### src/rtl/evft_pkg.sv
package evft_pkg;
  localparam int CAUSE_N   = 2;
  localparam int CAUSE_WM  = 0;
  localparam int CAUSE_TMO = 1;
  typedef logic [CAUSE_N-1:0] cause_t;
endpackage

### src/rtl/evft_fill_track.sv
module evft_fill_track #(
  parameter int DEPTH = 1024,
  parameter int CNT_W = 11
) (
  input  logic             clk,
  input  logic             rst_n,
  input  logic             push_i,
  input  logic             drain_vld_i,
  input  logic [CNT_W-1:0] drain_cnt_i,
  output logic [CNT_W-1:0] fill_o
);
  localparam logic [CNT_W:0] DEPTH_X = (CNT_W+1)'(DEPTH);

  logic [CNT_W-1:0] fill_q, fill_d;
  logic [CNT_W:0]   sum_w, net_w, drain_x;
  logic             fill_en;

  assign fill_en = push_i | drain_vld_i;
  assign drain_x = {1'b0, drain_cnt_i};

  always_comb begin
    sum_w = {1'b0, fill_q} + (CNT_W+1)'(push_i);
    net_w = sum_w;
    if (drain_vld_i) begin
      if (drain_x > sum_w) net_w = '0;
      else                 net_w = sum_w - drain_x;
    end
    if (net_w > DEPTH_X) fill_d = DEPTH_X[CNT_W-1:0];
    else                 fill_d = net_w[CNT_W-1:0];
  end

  always_ff @(posedge clk or negedge rst_n) begin
    if (!rst_n)       fill_q <= '0;
    else if (fill_en) fill_q <= fill_d;
  end

  assign fill_o = fill_q;


  push_incr_chk: assert property (@(posedge clk) disable iff (!rst_n)
    (push_i && !drain_vld_i && fill_q < DEPTH_X[CNT_W-1:0]) |=> fill_q == $past(fill_q) + 1'b1);


  drain_floor_chk: assert property (@(posedge clk) disable iff (!rst_n)
    (drain_vld_i && !push_i && drain_cnt_i >= fill_q) |=> fill_q == '0);


  push_ceiling_chk: assert property (@(posedge clk) disable iff (!rst_n)
    (push_i && !drain_vld_i && fill_q == DEPTH_X[CNT_W-1:0]) |=> $stable(fill_q));
endmodule

### src/rtl/evft_cfg_regs.sv
module evft_cfg_regs #(
  parameter int              CNT_W    = 11,
  parameter int              PERIOD_W = 32,
  parameter logic [CNT_W-1:0]    WM_RST  = '0,
  parameter logic [PERIOD_W-1:0] PER_RST = '0
) (
  input  logic                clk,
  input  logic                rst_n,
  input  logic                wm_wr_i,
  input  logic [CNT_W-1:0]    wm_data_i,
  input  logic                per_wr_i,
  input  logic [PERIOD_W-1:0] per_data_i,
  output logic [CNT_W-1:0]    wm_o,
  output logic [PERIOD_W-1:0] per_shadow_o
);
  logic [CNT_W-1:0]    wm_q;
  logic [PERIOD_W-1:0] per_q;

  always_ff @(posedge clk or negedge rst_n) begin
    if (!rst_n)       wm_q <= WM_RST;
    else if (wm_wr_i) wm_q <= wm_data_i;
  end

  always_ff @(posedge clk or negedge rst_n) begin
    if (!rst_n)        per_q <= PER_RST;
    else if (per_wr_i) per_q <= per_data_i;
  end

  assign wm_o         = wm_q;
  assign per_shadow_o = per_q;


  wm_hold_chk: assert property (@(posedge clk) disable iff (!rst_n)
    !wm_wr_i |=> $stable(wm_q));
endmodule

### src/rtl/evft_period_timer.sv
module evft_period_timer #(
  parameter int                  PERIOD_W = 32,
  parameter logic [PERIOD_W-1:0] PER_RST  = '0
) (
  input  logic                clk,
  input  logic                rst_n,
  input  logic                restart_i,
  input  logic [PERIOD_W-1:0] period_i,
  output logic                expire_o
);
  logic [PERIOD_W-1:0] cnt_q, cnt_d;
  logic [PERIOD_W-1:0] act_q, act_d;
  logic [PERIOD_W-1:0] last_w;
  logic                expire_w, reload_w;

  assign last_w   = (act_q == '0) ? '0 : act_q - 1'b1;
  assign expire_w = (cnt_q >= last_w);
  assign reload_w = restart_i | expire_w;

  always_comb begin
    cnt_d = cnt_q + 1'b1;
    act_d = act_q;
    if (reload_w) begin
      cnt_d = '0;
      act_d = period_i;
    end
  end

  always_ff @(posedge clk or negedge rst_n) begin
    if (!rst_n) begin
      cnt_q <= '0;
      act_q <= PER_RST;
    end else begin
      cnt_q <= cnt_d;
      act_q <= act_d;
    end
  end

  assign expire_o = expire_w;


  restart_zero_chk: assert property (@(posedge clk) disable iff (!rst_n)
    restart_i |=> cnt_q == '0);


  count_step_chk: assert property (@(posedge clk) disable iff (!rst_n)
    (!restart_i && !expire_o) |=> cnt_q == $past(cnt_q) + 1'b1);


  active_hold_chk: assert property (@(posedge clk) disable iff (!rst_n)
    (!restart_i && !expire_o) |=> $stable(act_q));
endmodule

### src/rtl/evft_irq_ctrl.sv
module evft_irq_ctrl
  import evft_pkg::*;
(
  input  logic   clk,
  input  logic   rst_n,
  input  logic   wm_hit_i,
  input  logic   tmo_i,
  input  logic   empty_i,
  input  logic   ack_i,
  output logic   irq_o,
  output cause_t cause_o,
  output logic   restart_o
);
  cause_t cause_q, cause_d, set_w;
  logic   take_w;

  assign set_w[CAUSE_WM]  = wm_hit_i;
  assign set_w[CAUSE_TMO] = tmo_i & ~empty_i;
  assign take_w           = ack_i & (|cause_q);

  always_comb begin
    for (int i = 0; i < CAUSE_N; i++) begin
      cause_d[i] = (cause_q[i] & ~take_w) | set_w[i];
    end
  end

  always_ff @(posedge clk or negedge rst_n) begin
    if (!rst_n) cause_q <= '0;
    else        cause_q <= cause_d;
  end

  assign irq_o     = |cause_q;
  assign cause_o   = cause_q;
  assign restart_o = take_w;


  irq_sticky_chk: assert property (@(posedge clk) disable iff (!rst_n)
    (irq_o && !ack_i) |=> irq_o && ((cause_o & $past(cause_o)) == $past(cause_o)));


  ack_clear_chk: assert property (@(posedge clk) disable iff (!rst_n)
    (irq_o && ack_i && !wm_hit_i && !tmo_i) |=> !irq_o);


  empty_quiet_chk: assert property (@(posedge clk) disable iff (!rst_n)
    (!irq_o && !wm_hit_i && empty_i) |=> !irq_o);


  wm_raise_chk: assert property (@(posedge clk) disable iff (!rst_n)
    wm_hit_i |=> cause_o[CAUSE_WM]);
endmodule

### src/rtl/evbuf_flush_trigger.sv
module evbuf_flush_trigger
  import evft_pkg::*;
#(
  parameter int DEPTH    = 1024,
  parameter int CLK_HZ   = 100_000_000,
  parameter int PERIOD_W = 32,
  localparam int CNT_W   = $clog2(DEPTH + 1)
) (
  input  logic                clk,
  input  logic                rst_n,
  input  logic                push_i,
  input  logic                drain_vld_i,
  input  logic [CNT_W-1:0]    drain_cnt_i,
  input  logic                wm_wr_i,
  input  logic [CNT_W-1:0]    wm_data_i,
  input  logic                per_wr_i,
  input  logic [PERIOD_W-1:0] per_data_i,
  input  logic                irq_ack_i,
  output logic                irq_o,
  output logic [1:0]          cause_o,
  output logic [CNT_W-1:0]    fill_o
);
  localparam logic [PERIOD_W-1:0] PER_RST = PERIOD_W'(CLK_HZ / 500);
  localparam logic [CNT_W-1:0]    WM_RST  = CNT_W'((DEPTH * 3) / 4);

  logic [CNT_W-1:0]    fill_w, wm_w;
  logic [PERIOD_W-1:0] per_shadow_w;
  logic                tmo_w, restart_w, wm_hit_w, empty_w;
  cause_t              cause_w;

  evft_fill_track #(.DEPTH(DEPTH), .CNT_W(CNT_W)) u_fill (
    .clk         (clk),
    .rst_n       (rst_n),
    .push_i      (push_i),
    .drain_vld_i (drain_vld_i),
    .drain_cnt_i (drain_cnt_i),
    .fill_o      (fill_w)
  );

  evft_cfg_regs #(
    .CNT_W(CNT_W), .PERIOD_W(PERIOD_W), .WM_RST(WM_RST), .PER_RST(PER_RST)
  ) u_cfg (
    .clk          (clk),
    .rst_n        (rst_n),
    .wm_wr_i      (wm_wr_i),
    .wm_data_i    (wm_data_i),
    .per_wr_i     (per_wr_i),
    .per_data_i   (per_data_i),
    .wm_o         (wm_w),
    .per_shadow_o (per_shadow_w)
  );

  evft_period_timer #(.PERIOD_W(PERIOD_W), .PER_RST(PER_RST)) u_tmr (
    .clk       (clk),
    .rst_n     (rst_n),
    .restart_i (restart_w),
    .period_i  (per_shadow_w),
    .expire_o  (tmo_w)
  );

  assign wm_hit_w = (fill_w > wm_w);
  assign empty_w  = (fill_w == '0);

  evft_irq_ctrl u_irq (
    .clk       (clk),
    .rst_n     (rst_n),
    .wm_hit_i  (wm_hit_w),
    .tmo_i     (tmo_w),
    .empty_i   (empty_w),
    .ack_i     (irq_ack_i),
    .irq_o     (irq_o),
    .cause_o   (cause_w),
    .restart_o (restart_w)
  );

  assign cause_o = cause_w;
  assign fill_o  = fill_w;


  ack_idle_chk: assert property (@(posedge clk) disable iff (!rst_n)
    (!irq_o && irq_ack_i && !wm_hit_w && !(tmo_w && !empty_w)) |=> !irq_o);


  fill_bound_chk: assert property (@(posedge clk) disable iff (!rst_n)
    fill_o <= CNT_W'(DEPTH));
endmodule

### config.mk
export PLATFORM = sky130hd
export DESIGN_NAME = evbuf_flush_trigger
export DESIGN_NICKNAME = d
export VERILOG_FILES = /design/src/rtl/evft_pkg.sv /design/src/rtl/evft_fill_track.sv /design/src/rtl/evft_cfg_regs.sv /design/src/rtl/evft_period_timer.sv /design/src/rtl/evft_irq_ctrl.sv /design/src/rtl/evbuf_flush_trigger.sv
export SDC_FILE = /design/constraint.sdc
export NUM_CORES = 1
export LEC_CHECK = 0
export ABC_AREA = 1
export BUFFER_PORTS_ARGS = -buffer_cell sky130_fd_sc_hd__buf_2
export CAP_MARGIN = 15
export CORE_MARGIN = 2
export CORE_UTILIZATION = 40
export DETAILED_ROUTE_END_ITERATION = 6
export SETUP_SLACK_MARGIN = 0.02
export SYNTH_ARGS = -nofsm -noshare
export SYNTH_HDL_FRONTEND = slang
export SYNTH_SLANG_ARGS = --single-unit
export TNS_END_PERCENT = 20
### constraint.sdc
create_clock -name clk -period 3.2 [get_ports clk]
set_input_delay 0.16 -clock clk [delete_from_list [all_inputs] [get_ports clk]]
set_output_delay 0.16 -clock clk [all_outputs]
set_load 0.02 [all_outputs]
==> metrics, run 1 <==
initial antenna violation count 0; largest buffer count on any clock path 2; Initial Util 0.4055; Final HPWL DP 15090 microns; minimum clock period after layout 3.455 ns; number of global-route vias before repair 7086; non-filler cells, final 1545; area of the core region 20170 sq um; 1st-pass router iterations 5; PwrDens 706.1 nW/um^2; path type of the worst min-delay path in -> reg; Slew @ Worst Pin 0.8759 ns; data required time at the worst endpoint 3.51 ns; pre-CTS setup slack -0.1589 ns; Critical Path End Type flip-flop; post-synthesis instance total 1063; count of yosys warnings during synthesis 0; endpoint of the worst-slack reg-to-reg timing path u_tmr.act_q[9]; Worst-Skew Late Latency 0.43 ns; area of combinational cells with multiple inputs 4795 sq um; via count 7414; number of buffers created by CTS 17; grt total ovfl 0; width of the chip 147.0 microns; CTS tree done; Wirelength per Cell 13.83 microns; largest family of logic cells by synthesized area simple AND/OR/NAND/NOR gates; basic-gate share of the synthesized area counting and, or, nand and nor cells 0.3053; Crit Reg-Reg Startpoint u_tmr.act_q[0]; critical-path maximum fanout 6; post-synthesis net count 1184; portion of the clock cycle consumed by the worst path in the final layout 1.080; Die Y-Extent 147.0 microns; fin area 10920 sq um; area of the mapped netlist 8179 sq um; largest area contributor in the netlist sky130_fd_sc_hd__dfrtp_1; area share of the largest cell type after synthesis 0.3243; clock transition time at the flip-flop clock pins of the worst setup and hold paths 0.06 ns; nets 1383; largest net degree at the start of global routing 67; leading cell type in the layout, fill and taps excluded sky130_fd_sc_hd__nand2_1; depth of the most critical reg-to-reg path 19; max-slew violation count 0; Die ar. 21610 sq um; max-cap viol count 0; critical path class reg -> reg; total global routing track utilization 0.1971; number of sinks handled by clock tree synthesis 120; post-synthesis xor/xnor area fraction 0.03212; WL final 21370 microns; ys async rst share 1.000; total of endpoints with negative setup slack in the final report 64; global placer's final weighted congestion 0.9162; Compound-Gate Fraction of Synth Area 0.08261; kind of launch point of the worst setup path flip-flop; instance area after placement 9310 sq um; fraction of synthesized area in multiplexers 0.03717; Min Hold Slack 0.09188 ns; most used cells in the layout excluding fill and tap cells sky130_fd_sc_hd__nand2_1, sky130_fd_sc_hd__inv_1, sky130_fd_sc_hd__nor2_1; Routed Antenna Nets 0; # rows 52; # diodes 0; input/output buffers 74; Setup TNS Final -11.77 ns; sequential area share after synthesis 0.3693; internal reg-to-reg setup slack -0.26 ns; leading post-synthesis cells by cell area sky130_fd_sc_hd__dfrtp_1, sky130_fd_sc_hd__nand2_1, sky130_fd_sc_hd__ha_1; number of flip-flops and latches in the synthesized netlist 120; status complete, but fails checks; worst rel slew slack 0.4161; post-synthesis cell type count 50; Synth-to-Final Area Change 33.53%; H-tree levels 4; startpoint of the most critical setup path u_tmr.act_q[0]; filler cell count 1889; final hold viol count 0; number of enable flip-flop cells after synthesis 0; Mean Syn Cell Area 7.694 sq um; worst setup path endpoint u_tmr.act_q[9]; setup repair after global routing missed its margin true; layout cells sized above 1 0.2769; remaining routing DRC violations 0; dominant synthesized flop cell sky130_fd_sc_hd__dfrtp_1; crit path setup slack, layout -0.2554 ns; VDD IR-drop max 394.4 uV; CTS root buffer sky130_fd_sc_hd__clkbuf_16; adder-cell share of the synthesized area 0.09270; combined flip-flop and latch cell area 3020 sq um; Lkg Pwr 0.005313 uW; final worst clock skew 0.02125 ns; Cells after DPL 1450; top achievable clock speed 0.2894 GHz; global-route wire length before repair 34470 microns; routed vias/inst 4.799; crit path DAT 3.76 ns; violations in the final reports setup timing; iteration-0 DRC count of the detailed router 330; I/O pin count 75
state kept, by name (all words and copies together) (netlist names):
name                count
u_irq.cause_o           2
u_cfg.per_shadow_o     32
u_cfg.wm_o             11
u_fill.fill_o          11
u_tmr.act_q            32
u_tmr.cnt_q            32
synth_stat cells, types with 6 or more instances:
cell type,instances
sky130_fd_sc_hd__nor3_1,18
sky130_fd_sc_hd__nor2_4,6
sky130_fd_sc_hd__dfstp_2,14
sky130_fd_sc_hd__mux2_2,27
sky130_fd_sc_hd__xor2_1,25
sky130_fd_sc_hd__inv_1,143
sky130_fd_sc_hd__nor2_2,15
sky130_fd_sc_hd__a21oi_1,38
sky130_fd_sc_hd__nand3_2,8
sky130_fd_sc_hd__ha_1,59
sky130_fd_sc_hd__clkbuf_1,11
sky130_fd_sc_hd__dfrtp_1,106
sky130_fd_sc_hd__nand3_1,50
sky130_fd_sc_hd__o21ai_0,62
sky130_fd_sc_hd__buf_2,8
sky130_fd_sc_hd__nand4_1,23
sky130_fd_sc_hd__nor2_1,132
sky130_fd_sc_hd__nand2_1,240
sky130_fd_sc_hd__nor4_1,8
worst max-delay path: stages (launching register included):
cell and delay [ns]:
sky130_fd_sc_hd__dfrtp_1 0.39, sky130_fd_sc_hd__inv_2 0.09, sky130_fd_sc_hd__ha_1 0.17, sky130_fd_sc_hd__nand2_1 0.10, sky130_fd_sc_hd__nor2_4 0.14, sky130_fd_sc_hd__nand4_1 0.15
sky130_fd_sc_hd__nor2_2 0.18, sky130_fd_sc_hd__nand4_1 0.18, sky130_fd_sc_hd__o21ai_1 0.18, sky130_fd_sc_hd__nand3_1 0.10, sky130_fd_sc_hd__ha_1 0.33, sky130_fd_sc_hd__nand4_1 0.16
sky130_fd_sc_hd__nor3_4 0.16, sky130_fd_sc_hd__and3_1 0.19, sky130_fd_sc_hd__nand4_1 0.10, sky130_fd_sc_hd__nand4_1 0.16, sky130_fd_sc_hd__buf_6 0.21, sky130_fd_sc_hd__buf_4 0.14
sky130_fd_sc_hd__buf_6 0.13, sky130_fd_sc_hd__o21ai_0 0.07
final cells by class:
type	count	area share
inverter	146	0.05018
timing repair buffer	203	0.1485
clock inverter	15	0.01592
clock buffer	17	0.03895
tap	270	0.03093
multi-input combinational	774	0.4390
sequential	120	0.2766
cell families after synthesis:
kind of cell             after synthesis
multiplexers                          27
AND/OR/NAND/NOR                      533
AO/OA/AOI/OAI                        124
flip-flops                           120
adder cells (fa/ha/maj)               60
XOR/XNOR                              30
buffers and inverters                169
what timing repair did:
| item | CTS | global route |
|---|---|---|
| gates cloned | 1 | 6 |
| pin swaps | 3 | 9 |
| buffers inserted | 5 | 6 |
| setup endpoints to repair | 75 | 76 |
| hold buffers | 45 | 0 |
| hold endpoints to repair | 108 | 0 |
| resized for setup | 20 | 85 |
worst min-delay path by stage:
stage	slack, ns	startpoint	end	depth (start not counted)
final	0.09	wm_wr_i	u_cfg.wm_o[8]	3
after global routing	0.12	wm_wr_i	u_cfg.wm_o[8]	3
after CTS	0.09	wm_wr_i	u_cfg.wm_o[8]	3
after detailed placement	0.33	rst_n	u_tmr.cnt_q[9]	1
after global placement	0.33	rst_n	u_tmr.cnt_q[9]	1
after floorplan	-0.14	rst_n	u_cfg.per_shadow_o[0]	0
power breakdown:
part | switching (uW) | internal, uW
Sequential | 312 | 1870
Clock | 832 | 1120
Combinational | 2070 | 1510
per-stage QoR:
stage	utilization	total power, uW
2_1_floorplan	-	4127
3_3_place_gp	0.4616	5204
3_5_place_dp	0.4616	5256
4_1_cts	0.5199	7370
5_1_grt	0.5415	8298
6_report	0.5415	7712
routing by layer:
| metal | vias to the layer above | global-route usage | wire, microns |
|---|---|---|---|
| met1 | 3399 | 0.2963 | 10990 |
| met3 | 22 | 0.02857 | 739 |
| met5 | - | 0 | 0 |
| met2 | 136 | 0.2932 | 9347 |
| met4 | 0 | 0.06202 | 291 |
| li1 | 3857 | - | - |
Power figures use the tool's default switching activity.
==> run 2: changes to the inputs <==
--- a/config.mk
+++ b/config.mk
@@ -14,5 +14,6 @@
 export SETUP_SLACK_MARGIN = 0.02
 export SYNTH_ARGS = -nofsm -noshare
 export SYNTH_HDL_FRONTEND = slang
+export SYNTH_HIERARCHICAL = 1
 export SYNTH_SLANG_ARGS = --single-unit
 export TNS_END_PERCENT = 20
==> run 2 against run 1 <==
  * The run now ends clean
  * Sequential cell count stayed put
  * Cell area rose by 0.80%
  * Fmax is 11% higher
  * Sequential power about the same
  * Wire length rose by 9.5%
  * Clock power fell by 2%
  * Critical path depth is 2 lower
  * First-iteration DRC count increased by 28%
  * Hold slack lost 0.049 ns
  * Critical endpoint is now u_tmr/act_q[0]
==> metrics, run 2 <==
crit path DAT 3.40 ns; final hold viol count 0; via count 8242; Routed Antenna Nets 0; sequential area share after synthesis 0.3461; Synth-to-Final Area Change 26.17%; width of the chip 151.7 microns; most numerous cell on the critical path sky130_fd_sc_hd__nand2_1; Mean Syn Cell Area 7.009 sq um; number of sinks handled by clock tree synthesis 120; pre-CTS setup slack -0.07113 ns; critical path class reg -> reg; leading post-synthesis cells by cell area sky130_fd_sc_hd__dfrtp_1, sky130_fd_sc_hd__nand2_1, sky130_fd_sc_hd__ha_1; Slew @ Worst Pin 1.009 ns; most numerous cell in the Yosys netlist sky130_fd_sc_hd__nand2_1; Wirelength per Cell 13.87 microns; Compound-Gate Fraction of Synth Area 0.03857; Setup TNS Final 0 ns; critical path depth 17; initial antenna violation count 0; I/O pin count 75; Die Y-Extent 151.7 microns; # rows 54; ordered cell list for the critical path nor2_2 > nand2_1 > nor2_2 > nand3_2 > nor2_4 > inv_2 > o21ai_0 > nand3_1 > ha_1 > a21oi_1 > o21a_1 > nand2_2 > a21oi_4 > nand3_4 > clkbuf_16 > nand2_1 > nand2_1; largest buffer count on any clock path 2; cell depth of the worst hold path 3; non-filler cells, final 1686; Lkg Pwr 0.005704 uW; path type of the worst min-delay path in -> reg; # diodes 0; CTS tree done; Critical Path End Type flip-flop; total of endpoints with negative setup slack in the final report 0; minimum clock period after layout 3.106 ns; adder-cell share of the synthesized area 0.08833; data required time at the worst endpoint 3.50 ns; Die ar. 23010 sq um; status finished clean; number of flip-flops and latches in the synthesized netlist 120; clock transition time at the flip-flop clock pins of the worst setup and hold paths 0.06 ns; grt total ovfl 0; largest net degree at the start of global routing 64; remaining routing DRC violations 0; post-synthesis instance total 1245; area share of the largest cell type after synthesis 0.3040; post-synthesis xor/xnor area fraction 0.04115; Max stage delay cell, worst path sky130_fd_sc_hd__dfrtp_1; Synth top cells by count sky130_fd_sc_hd__nand2_1, sky130_fd_sc_hd__nor2_1, sky130_fd_sc_hd__inv_1, sky130_fd_sc_hd__dfrtp_1; CTS root buffer sky130_fd_sc_hd__clkbuf_16; routed vias/inst 4.888; count of yosys warnings during synthesis 6; Cells after DPL 1593; dominant synthesized flop cell sky130_fd_sc_hd__dfrtp_1; CP top delay family simple AND/OR/NAND/NOR gates; worst rel slew slack 0.3231; Initial Util 0.4036; Crit Reg-Reg Startpoint u_tmr/act_q[4]; top achievable clock speed 0.3219 GHz; area of the mapped netlist 8726 sq um; total buffers and inverters traversed by the critical path 2; startpoint of the most critical setup path u_tmr/act_q[4]; crit path setup slack, layout 0.09380 ns; largest area contributor in the netlist sky130_fd_sc_hd__dfrtp_1; PwrDens 639.9 nW/um^2; leading cell type in the layout, fill and taps excluded sky130_fd_sc_hd__nand2_1; kind of launch point of the worst setup path flip-flop; total global routing track utilization 0.2009; input/output buffers 74; VDD IR-drop max 374.6 uV; largest family of logic cells by synthesized area simple AND/OR/NAND/NOR gates; post-synthesis net count 1367; global-route wire length before repair 36610 microns; number of global-route vias before repair 7518; critical-path maximum fanout 8; number of buffers created by CTS 17; basic-gate share of the synthesized area counting and, or, nand and nor cells 0.3950; final worst clock skew 0.01055 ns; iteration-0 DRC count of the detailed router 421; Worst-Skew Late Latency 0.42 ns; Final HPWL DP 16830 microns; nets 1515; depth of the most critical reg-to-reg path 17; worst hold start wm_wr_i; 1st-pass router iterations 5; max-slew violation count 0; layout cells sized above 1 0.2169; ys async rst share 1.000; global placer's final weighted congestion 0.9158; delay of the slowest cell on the worst path 0.45 ns; most used cells in the layout excluding fill and tap cells sky130_fd_sc_hd__nand2_1, sky130_fd_sc_hd__inv_1, sky130_fd_sc_hd__nor2_1; post-synthesis cell type count 46; area of the core region 21620 sq um; setup repair after global routing missed its margin true; max-cap viol count 0; H-tree levels 4; portion of the clock cycle consumed by the worst path in the final layout 0.9707; fraction of synthesized area in multiplexers 0; WL final 23390 microns; number of enable flip-flop cells after synthesis 0
-- run 2: what timing repair did --
| action | 4_1_cts | 5_1_grt |
|---|---|---|
| hold buffers | 45 | 0 |
| gates cloned | 0 | 5 |
| buffers inserted | 0 | 11 |
| pin swaps | 0 | 26 |
| endpoints found under the setup margin | 57 | 76 |
| endpoints found under the hold margin | 96 | 0 |
| resized for setup | 4 | 92 |
-- run 2: tightest hold or removal path: stages --
cell                      delay (ns)
sky130_fd_sc_hd__buf_2          0.17
sky130_fd_sc_hd__nand2_1        0.07
sky130_fd_sc_hd__nand2_1        0.05
-- run 2: per-stage QoR --
step	util	total power [uW]	cell area, sq um	hold slack [ns]
after floorplan	-	3923	8726	-0.1356
after global placement	0.4376	4686	9462	0.2861
after detailed placement	0.4376	4718	9462	0.2813
after CTS	0.4862	6724	10510	0.02547
after global routing	0.5092	7611	11010	0.05759
final	0.5092	7045	11010	0.04254
-- run 2: final timing paths --
check	endpoint	slack, ns
setup / recovery	u_tmr/act_q[0]	0.09
max in group asynchronous	u_cfg/wm_o[9]	2.02
setup reg to reg	u_tmr/act_q[0]	0.09
hold reg to reg	u_tmr/act_q[17]	0.46
min in group asynchronous	u_cfg/per_shadow_o[7]	0.34
hold / removal	u_cfg/wm_o[8]	0.04
-- run 2: final cells by class --
| type | instances | area (sq um) |
|---|---|---|
| fillers | 2153 | 10610 |
| multi-input cells | 946 | 5254 |
| flip-flops and latches | 120 | 3029 |
| repair buffers | 157 | 1214 |
| inverters | 151 | 574.3 |
| clock buffers | 19 | 442.9 |
| well taps | 280 | 350.3 |
| clock inverters | 13 | 145.1 |
-- run 2: routing by layer --
layer / vias up / share of wire / global-route usage
met4: 0 / 0.015 / 0.04907
met5: - / 0 / 0
li1: 4226 / - / -
met2: 191 / 0.45 / 0.3173
met1: 3800 / 0.48 / 0.2857
met3: 25 / 0.046 / 0.03623
-- run 2: where the power goes --
group          switching [uW]  internal (uW)
Combinational            1750           1200
Sequential                358           1820
Clock                     741           1170
-- run 2: logic make-up after synthesis --
kind of cell	Yosys count
AND/OR/NAND/NOR	791
buffers and inverters	181
flip-flops	120
adder cells (fa/ha/maj)	61
AO/OA/AOI/OAI	51
XOR/XNOR	41
==> run 3: changes to the inputs <==
--- a/config.mk
+++ b/config.mk
@@ -10,6 +10,7 @@
 export CAP_MARGIN = 15
 export CORE_MARGIN = 2
 export CORE_UTILIZATION = 40
+export CTS_BUF_LIST = sky130_fd_sc_hd__clkbuf_4 sky130_fd_sc_hd__clkbuf_8 sky130_fd_sc_hd__clkbuf_16
 export DETAILED_ROUTE_END_ITERATION = 6
 export SETUP_SLACK_MARGIN = 0.02
 export SYNTH_ARGS = -nofsm -noshare
==> run 3 against run 2 <==
  * Cell count did not move
  * Critical path depth did not move
  * Clock-buffer cell count did not move
  * Total power rose by 0.23%
  * Wire length rose by 0.10%
  * Sequential share of layout area barely moved
  * Sequential cell count did not move
  * Clock power barely moved
  * Clock skew fell by 0.00074 ns
  * Critical path type unchanged
  * Highest routed layer unchanged
==> metrics, run 3 (synthesized netlist as in run 2, its figures left out) <==
status finished clean; number of sinks handled by clock tree synthesis 120; Met2 Wirelength 10620 microns; critical path class reg -> reg; crit path DAT 3.41 ns; critical-path maximum fanout 8; minimum clock period after layout 3.113 ns; max-cap viol count 0; I/O pin count 75; total of endpoints with negative setup slack in the final report 0; final hold viol count 0; Routed Antenna Nets 0; fraction of power spent switching nets 0.4046; area of the core region 21620 sq um; # diodes 0; Net Sw Power 2857 uW; CTS root buffer sky130_fd_sc_hd__clkbuf_16; Wirelength per Cell 13.89 microns; CTS tree done; iteration-0 DRC count of the detailed router 424; initial antenna violation count 0; cell internal power dissipation 4204 uW; met1 layer wirelength in the final routing 11510 microns; filler cell count 2152; via count 8219; remaining routing DRC violations 0; Min Hold Slack 0.04362 ns; WL final 23410 microns; grt total ovfl 0; number of buffers created by CTS 17; kind of launch point of the worst setup path flip-flop; nets 1515; global placer's final weighted congestion 0.9158; layout cells sized above 1 0.2176; clock share of power 0.273; Worst-Skew Late Latency 0.42 ns; H-tree levels 4; Final HPWL DP 16830 microns; routed vias/inst 4.875; internal reg-to-reg setup slack 0.09 ns; setup repair after global routing missed its margin true; largest net degree at the start of global routing 64; top achievable clock speed 0.3212 GHz; PwrDens 641.2 nW/um^2; path type of the worst min-delay path in -> reg; final worst clock skew 0.009806 ns; Lkg Pwr 0.005707 uW; top layer in use met4; largest buffer count on any clock path 2; leading cell type in the layout, fill and taps excluded sky130_fd_sc_hd__nand2_1; # rows 54; worst rel slew slack 0.3151; core utilization of the finished layout 0.5094; Die Y-Extent 151.7 microns; total global routing track utilization 0.2011; Critical Path End Type flip-flop; global-route wire length before repair 36610 microns; portion of the clock cycle consumed by the worst path in the final layout 0.9728; width of the chip 151.7 microns; data required time at the worst endpoint 3.50 ns; WL met3 948 microns; Slew @ Worst Pin 1.021 ns; Initial Util 0.4036; input/output buffers 74; number of global-route vias before repair 7523; max-slew violation count 0; clock transition time at the flip-flop clock pins of the worst setup and hold paths 0.06 ns; Synth-to-Final Area Change 26.21%; VDD IR-drop max 375.0 uV; sequential fraction of design power 0.309; most used cells in the layout excluding fill and tap cells sky130_fd_sc_hd__nand2_1, sky130_fd_sc_hd__inv_1, sky130_fd_sc_hd__nor2_1; Die ar. 23010 sq um; 1st-pass router iterations 5; Comb power frac 0.418
run 3: per-layer routing:
metal  global-route usage  vias to the layer above
li1                     -                     4227
met1               0.2856                     3798
met2               0.3173                      171
met3              0.03713                       23
met4              0.04907                        0
met5                    0                        -
run 3: what timing repair did:
item	CTS	global route
setup endpoints to repair	57	76
resized for setup	4	92
gates cloned	0	5
hold buffers	45	0
endpoints found under the hold margin	96	0
pin swaps	0	26
setup buffers	0	11
run 3: layout make-up:
| class | count | area, sq um | area share |
|---|---|---|---|
| Clock inverter | 13 | 145.1 | 0.01318 |
| Tap cell | 280 | 350.3 | 0.03181 |
| Timing Repair Buffer | 157 | 1214 | 0.1102 |
| Clock buffer | 19 | 446.7 | 0.04056 |
| Inverter | 151 | 574.3 | 0.05215 |
| Sequential cell | 120 | 3029 | 0.2751 |
| Multi-Input combinational cell | 946 | 5254 | 0.4770 |
run 3: path summary, 6_finish.rpt:
| check | depth (start not counted) | endpoint | startpoint |
|---|---|---|---|
| min reg2reg | 2 | u_tmr/act_q[17] | u_cfg/per_shadow_o[17] |
| min in group asynchronous | 2 | u_cfg/per_shadow_o[7] | rst_n |
| max | 17 | u_tmr/act_q[0] | u_tmr/act_q[4] |
| max in group asynchronous | 3 | u_cfg/wm_o[9] | rst_n |
| max reg2reg | 17 | u_tmr/act_q[0] | u_tmr/act_q[4] |
| min | 3 | u_cfg/wm_o[8] | wm_wr_i |
run 3: worst max-delay path, stage by stage, from the launching register on:
cell and delay [ns]:
sky130_fd_sc_hd__dfrtp_1 0.45, sky130_fd_sc_hd__nor2_2 0.14, sky130_fd_sc_hd__nand2_1 0.10, sky130_fd_sc_hd__nor2_2 0.16, sky130_fd_sc_hd__nand3_2 0.14, sky130_fd_sc_hd__nor2_4 0.17
sky130_fd_sc_hd__inv_2 0.07, sky130_fd_sc_hd__o21ai_0 0.14, sky130_fd_sc_hd__nand3_1 0.13, sky130_fd_sc_hd__ha_1 0.31, sky130_fd_sc_hd__a21oi_1 0.18, sky130_fd_sc_hd__o21a_1 0.17
sky130_fd_sc_hd__nand2_2 0.07, sky130_fd_sc_hd__a21oi_4 0.18, sky130_fd_sc_hd__nand3_4 0.20, sky130_fd_sc_hd__clkbuf_16 0.26, sky130_fd_sc_hd__nand2_1 0.07, sky130_fd_sc_hd__nand2_1 0.05
run 3: stage by stage:
| step | cells | cell area [sq um] | power (uW) | setup WS [ns] | setup TNS, ns |
|---|---|---|---|---|---|
| global placement | 1593 | 9462 | 4686 | -0.02626 | -0.07278 |
| CTS | 1670 | 10520 | 6733 | 0.02682 | 0 |
| floorplan | 1245 | 8726 | 3923 | 0.2167 | 0 |
| detailed placement | 1593 | 9462 | 4718 | -0.07113 | -0.5493 |
| global route | 1686 | 11010 | 7619 | -0.08237 | -1.613 |
| finish | 1686 | 11010 | 7061 | 0.08703 | 0 |
run 3: power by group through the flow:
stage | sequential (uW) | combinational [uW] | clock (uW)
after floorplan | 2130 | 1790 | 0
after global placement | 2160 | 2530 | 0
after detailed placement | 2160 | 2560 | 0
after CTS | 2140 | 2620 | 1970
after global routing | 2230 | 3360 | 2040
final | 2180 | 2950 | 1930
